`src/rtl/smon_pkg.sv`:
```
package smon_pkg;

    localparam int WORD_W     = 16;
    localparam int SEL_W      = 3;
    localparam int CFG_ADDR_W = 8;
    localparam int CFG_DATA_W = 8;
    localparam int BIT_CNT_W  = $clog2(WORD_W);
    localparam int SEL_CODES  = 2 ** SEL_W;

    localparam logic [CFG_ADDR_W-1:0] SEL_REG_ADDR = 8'h01;

    typedef logic [WORD_W-1:0] mon_word_t;
    typedef logic [SEL_W-1:0]  sel_code_t;

    typedef enum logic [0:0] {
        SER_IDLE = 1'b0,
        SER_SEND = 1'b1
    } ser_mode_t;

    typedef struct packed {
        ser_mode_t              mode;
        logic [BIT_CNT_W-1:0]   bitpos;
        mon_word_t              shadow;
        logic                   line;
    } ser_state_t;

    function automatic logic is_last_bit(input logic [BIT_CNT_W-1:0] pos);
        return pos == BIT_CNT_W'(WORD_W - 1);
    endfunction

endpackage

```
`src/rtl/smon_edge_sync.sv`:
```
module smon_edge_sync
    import smon_pkg::*;
#(
    parameter int STAGES = 2
) (
    input  logic clk,
    input  logic rst,
    input  logic async_in,
    output logic rise
);

    logic [STAGES:0] chain;

    always_ff @(posedge clk) begin
        if (rst) chain <= '0;
        else     chain <= {chain[STAGES-1:0], async_in};
    end

    assign rise = chain[STAGES-1] & ~chain[STAGES];

    // a detected edge is a single-cycle pulse
    a_r2_single_pulse: assert property (@(posedge clk) disable iff (rst)
        rise |=> !rise);

endmodule

```
`src/rtl/smon_src_sel.sv`:
```
module smon_src_sel
    import smon_pkg::*;
#(
    parameter int NUM_SRC = 6
) (
    input  logic                          clk,
    input  logic                          rst,
    input  logic                          cfg_we,
    input  logic [CFG_ADDR_W-1:0]         cfg_addr,
    input  logic [CFG_DATA_W-1:0]         cfg_wdata,
    input  logic [NUM_SRC*WORD_W-1:0]     src_words,
    output mon_word_t                     sel_word
);

    sel_code_t sel_q;
    mon_word_t choices [SEL_CODES];

    always_ff @(posedge clk) begin
        if (rst)
            sel_q <= '0;
        else if (cfg_we && cfg_addr == SEL_REG_ADDR)
            sel_q <= cfg_wdata[SEL_W-1:0];
    end

    for (genvar g = 0; g < SEL_CODES; g++) begin : g_choice
        if (g < NUM_SRC) begin : g_real
            assign choices[g] = src_words[g*WORD_W +: WORD_W];
        end else begin : g_empty
            assign choices[g] = '0;
        end
    end

    assign sel_word = choices[sel_q];

    // foreign addresses never alter the select code
    a_r6_foreign_addr: assert property (@(posedge clk) disable iff (rst)
        (cfg_we && cfg_addr != SEL_REG_ADDR) |=> $stable(sel_q));

    // a matching write loads the low data bits
    a_r4_sel_load: assert property (@(posedge clk) disable iff (rst)
        (cfg_we && cfg_addr == SEL_REG_ADDR) |=> sel_q == $past(cfg_wdata[SEL_W-1:0]));

endmodule

```
`src/rtl/smon_serializer.sv`:
```
module smon_serializer
    import smon_pkg::*;
(
    input  logic      clk,
    input  logic      rst,
    input  logic      sym_rise,
    input  mon_word_t word_in,
    output logic      line_out
);

    ser_state_t st;

    always_ff @(posedge clk) begin
        if (rst) begin
            st <= '0;
        end else if (sym_rise) begin
            st.mode   <= SER_SEND;
            st.bitpos <= '0;
            st.shadow <= word_in;
            st.line   <= word_in[0];
        end else if (st.mode == SER_SEND) begin
            if (is_last_bit(st.bitpos)) begin
                st.mode <= SER_IDLE;
                st.line <= 1'b0;
            end else begin
                st.bitpos <= st.bitpos + 1'b1;
                st.line   <= st.shadow[st.bitpos + 1'b1];
            end
        end
    end

    assign line_out = st.line;

    // a symbol edge restarts the word at bit 0
    a_r2_restart: assert property (@(posedge clk) disable iff (rst)
        sym_rise |=> (st.mode == SER_SEND && st.bitpos == '0));

    // the bit position steps by one through the word
    a_r1_bit_step: assert property (@(posedge clk) disable iff (rst)
        (st.mode == SER_SEND && !sym_rise && !is_last_bit(st.bitpos))
            |=> st.bitpos == $past(st.bitpos) + 1'b1);

    // the captured word stays frozen between symbol edges
    a_r3_hold_frozen: assert property (@(posedge clk) disable iff (rst)
        !sym_rise |=> $stable(st.shadow));

    // after the last bit without a new edge the line is low
    a_r8_idle_low: assert property (@(posedge clk) disable iff (rst)
        (st.mode == SER_SEND && is_last_bit(st.bitpos) && !sym_rise) |=> !line_out);

endmodule

```
`src/rtl/smon_top.sv`:
```
module smon_top
    import smon_pkg::*;
#(
    parameter int NUM_SRC     = 6,
    parameter int SYNC_STAGES = 2
) (
    input  logic                          clk,
    input  logic                          rst,
    input  logic                          sym_clk,
    input  logic [NUM_SRC*WORD_W-1:0]     src_words,
    input  logic                          cfg_we,
    input  logic [CFG_ADDR_W-1:0]         cfg_addr,
    input  logic [CFG_DATA_W-1:0]         cfg_wdata,
    output logic                          mon_out
);

    logic      sym_rise;
    mon_word_t sel_word;

    smon_edge_sync #(.STAGES(SYNC_STAGES)) u_sync (
        .clk      (clk),
        .rst      (rst),
        .async_in (sym_clk),
        .rise     (sym_rise)
    );

    smon_src_sel #(.NUM_SRC(NUM_SRC)) u_sel (
        .clk       (clk),
        .rst       (rst),
        .cfg_we    (cfg_we),
        .cfg_addr  (cfg_addr),
        .cfg_wdata (cfg_wdata),
        .src_words (src_words),
        .sel_word  (sel_word)
    );

    smon_serializer u_ser (
        .clk      (clk),
        .rst      (rst),
        .sym_rise (sym_rise),
        .word_in  (sel_word),
        .line_out (mon_out)
    );

    // the line stays low while reset is held
    a_r7_reset_low: assert property (@(posedge clk)
        rst |=> !mon_out);

endmodule

```
`config.mk`:
```
export PLATFORM = sky130hd
export DESIGN_NAME = smon_top
export DESIGN_NICKNAME = d
export VERILOG_FILES = /design/src/rtl/smon_pkg.sv /design/src/rtl/smon_edge_sync.sv /design/src/rtl/smon_src_sel.sv /design/src/rtl/smon_serializer.sv /design/src/rtl/smon_top.sv
export SDC_FILE = /design/constraint.sdc
export NUM_CORES = 1
export LEC_CHECK = 0
export BUFFER_PORTS_ARGS = -buffer_cell sky130_fd_sc_hd__buf_2
export CAP_MARGIN = 15
export CORE_UTILIZATION = 36
export DETAILED_ROUTE_END_ITERATION = 8
export PLACE_DENSITY = 0.79
export SLEW_MARGIN = 15
export SYNTH_ARGS = -nofsm -noshare
export SYNTH_HDL_FRONTEND = slang
export SYNTH_SLANG_ARGS = --single-unit
```
`constraint.sdc`:
```
create_clock -name clk -period 2.74 [get_ports clk]
set_clock_uncertainty 0.2 [all_clocks]
set_input_delay 0.137 -clock clk [delete_from_list [all_inputs] [get_ports clk]]
set_output_delay 0.137 -clock clk [all_outputs]
set_load 0.01 [all_outputs]
```
==> impl_metrics.env <==
export IMPL_timing_fmax_mhz=422.3
export IMPL_routed_wl_mm=4.800
export IMPL_htree_levels=1
export IMPL_worst_pin_slew_ns=1.051
export IMPL_final_common_cell="buf_2"
export IMPL_synth_compound_area_share_pct=10.25
export IMPL_power_total_mw=0.8227
export IMPL_yosys_mux_area_fraction_pct=37.47
export IMPL_cp_required_ns=2.70
export IMPL_finalSetupTns_ns=0
export IMPL_die_y_um=73.55
export IMPL_track_usage_pct=19.37
export IMPL_fillers=448
export IMPL_clockPowerShare_pct=26.6
export IMPL_io_buffers=111
export IMPL_grt_max_degree=26
export IMPL_cts_tree="done"
export IMPL_yosysTopAreaCell="dfxtp_1"
export IMPL_p_sw_mw=0.1903
export IMPL_synth_cell_types=28
export IMPL_worstSetupEndpointType="register"
export IMPL_outcome="completed"
export IMPL_yosys_register_bits=28
export IMPL_synth_edff_count=0
export IMPL_dr_pass1_iters=4
export IMPL_finalCritPeriodShare_pct=86.42
export IMPL_final_nets=400
export IMPL_dp_hpwl_mm=3.831
export IMPL_pin_count=117
export IMPL_num_rows=25
export IMPL_path_delay_family="multiplexers"
export IMPL_drt_initial_drc_count=94
export IMPL_whs_ns=0.07347
export IMPL_synthXorXnorAreaFrac_pct=0.9504
export IMPL_avgSynthCellArea_um2=10.59
export IMPL_drive_above_1_share_pct=55.87
export IMPL_drt_wirelength_per_cell_um=13.79
export IMPL_root_buffer="clkbuf_8"
export IMPL_die_w_um=73.55
export IMPL_powerDensity_nw_per_um2=323.9
export IMPL_dieArea_um2=5410
export IMPL_crit_path_start_kind="register"
export IMPL_cts_buffer_depth=2
export IMPL_min_delay_path_class="in2reg"
export IMPL_cts_made_buffers=3
export IMPL_final_max_slew_viol_count=0
export IMPL_final_cell_mix="111 x buf_2, 27 x dfxtp_1, 21 x nor2_1, 20 x mux4_2, 17 x nor3_1"
export IMPL_clkTransAtPathRegs_ns=0.09
export IMPL_rsz0062_at_grt="false"
export IMPL_p_seq_share_pct=52.6
export IMPL_yosysSeqAreaShare_pct=30.41
export IMPL_synth_simple_gate_area_share_pct=15.75
export IMPL_synth_top_area_share_pct=30.41
export IMPL_drc=0
export IMPL_via_per_inst=5.353
export IMPL_ctsResizeCount=0
export IMPL_antenna_cells=0
export IMPL_synth_nets=291
export IMPL_crit_path_max_fanout=5
export IMPL_grt_pass1_vias=1776
export IMPL_num_vias=1863
export IMPL_clk_latency_ns=0.27
export IMPL_start_util_pct=38.26
export IMPL_drv_cap=0
export IMPL_fin_crit_ns=2.368
export IMPL_path_cells="ha_1, mux4_2, mux2i_1, nor3_1, or4_1"
export IMPL_p_int_mw=0.6324
export IMPL_leakage_nw=1.075
export IMPL_swShare_pct=23.13
export IMPL_setup_worst_path_class="reg2reg"
export IMPL_critPathMaxStageDelay_ns=0.55
export IMPL_hold_violations=0
export IMPL_drtAntennaViolNets=0
export IMPL_cts_setup_buffers=0
export IMPL_synthFlopType="dfxtp_1"
export IMPL_peakVddDrop_uv=182.3
export IMPL_multiInputGateArea_um2=1200
export IMPL_worstPathArrival_ns=2.33
export IMPL_finalSetupViolations=0
export IMPL_core_um2=4817
export IMPL_regArea_um2=561.8
export IMPL_synthToLayoutAreaGrowth_pct=37.81
export IMPL_synth_top_family_by_area="multiplexers"
export IMPL_p_comb_share_pct=20.9
export IMPL_yosys_warnings=0
export IMPL_place_gp_congestion=0.7692
export IMPL_synthCells=174
export IMPL_cp_buffers_inverters=0
export IMPL_synth_fa_ha_area_share_pct=0.6789
export IMPL_synth_async_reset_ratio_pct=0
export IMPL_synth_area_top_cells="dfxtp_1 30%, mux4_2 24%, mux2_2 9.8%"
export IMPL_clock_sinks=28
export IMPL_grt_pass1_wl_mm=8.121
export IMPL_crit_slowest_cell="mux4_2"
export IMPL_maxSlewHeadroom_pct=29.80
export IMPL_grt_overflow_total=0
export IMPL_syn_area_um2=1843
export IMPL_antenna_found_initial=0
## cell usage after synthesis, types with 2 or more instances
cell	count
nor3b_1	2
nor4_1	2
nand3_1	3
mux2i_1	6
buf_2	6
xor2_1	2
mux2_2	16
nor2_1	21
a21oi_1	4
nor3_1	17
clkbuf_1	8
nand2_1	4
inv_1	2
nor2b_1	6
a221oi_1	15
dfxtp_1	28
a31oi_1	2
mux4_2	20
## through the flow
| step | utilization (%) | instances | instance area, um^2 | setup slack, ns |
|---|---|---|---|---|
| after global routing | 52.73 | 348 | 2540 | 0.2204 |
| after CTS | 52.73 | 348 | 2540 | 0.3613 |
| after floorplan | - | 174 | 1843 | 0.5175 |
| final | 52.73 | 348 | 2540 | 0.3720 |
| after detailed placement | 51.04 | 341 | 2459 | 0.3722 |
| after global placement | 51.04 | 341 | 2459 | 0.4092 |
## layer usage
metal	global-route usage, %	vias up	share of wire [%]	wire [um]
li1	-	897	-	-
met5	0	-	0	0
met4	7.265	0	1.4	65
met3	3.841	7	5.0	241
met1	23.62	882	42	2005
met2	33.64	77	52	2488
## path summary, 6_finish.rpt
kind	depth (start not counted)	startpoint	to	slack, ns
max reg2reg	5	u_ser.st[18]	u_ser.line_out	0.37
min reg2reg	1	u_sync.chain[0]	u_sync.chain[1]	0.25
min	2	rst	u_sel.sel_q[2]	0.07
max	5	u_ser.st[18]	u_ser.line_out	0.37
## final cells by class
type                    instances  share of cell area, %
multi-input cells             128                  47.24
repair buffers                120                  25.42
flip-flops and latches         28                  22.12
well taps                      67                  3.300
clock buffers                   3                  1.626
inverters                       2                 0.2956
## state kept, by name, indices dropped and copies added, names as in the netlist
register / flops
u_sync.chain: 3
u_ser.st: 21
u_ser.line_out: 1
u_sel.sel_q: 3
## worst register-to-register path: cells and delay by family (launching register included)
kind	cells	cell delay [ns]
and+or+nand+nor	2	0.56
adders and majority gates	1	0.43
muxes	2	0.71
DFF	1	0.35
## cells by family after synthesis
family / after synthesis
muxes: 42
DFF: 28
AOI/OAI and AO/OA: 24
buffers and inverters: 18
xor gates and xnor gates: 2
adders and majority gates: 1
and+or+nand+nor: 59
## power groups by stage
| stage | combinational (mW) | clock [mW] | sequential (mW) |
|---|---|---|---|
| floorplan | 0.0808 | 0 | 0.438 |
| global placement | 0.162 | 0 | 0.441 |
| detailed placement | 0.168 | 0 | 0.442 |
| CTS | 0.173 | 0.222 | 0.432 |
| global route | 0.190 | 0.241 | 0.434 |
| finish | 0.172 | 0.219 | 0.432 |
## timing repair
item,CTS,global route
setup endpoints to repair,0,0
endpoints found under the hold margin,4,0
hold buffers,4,0
(Power assumes the default switching activity.)
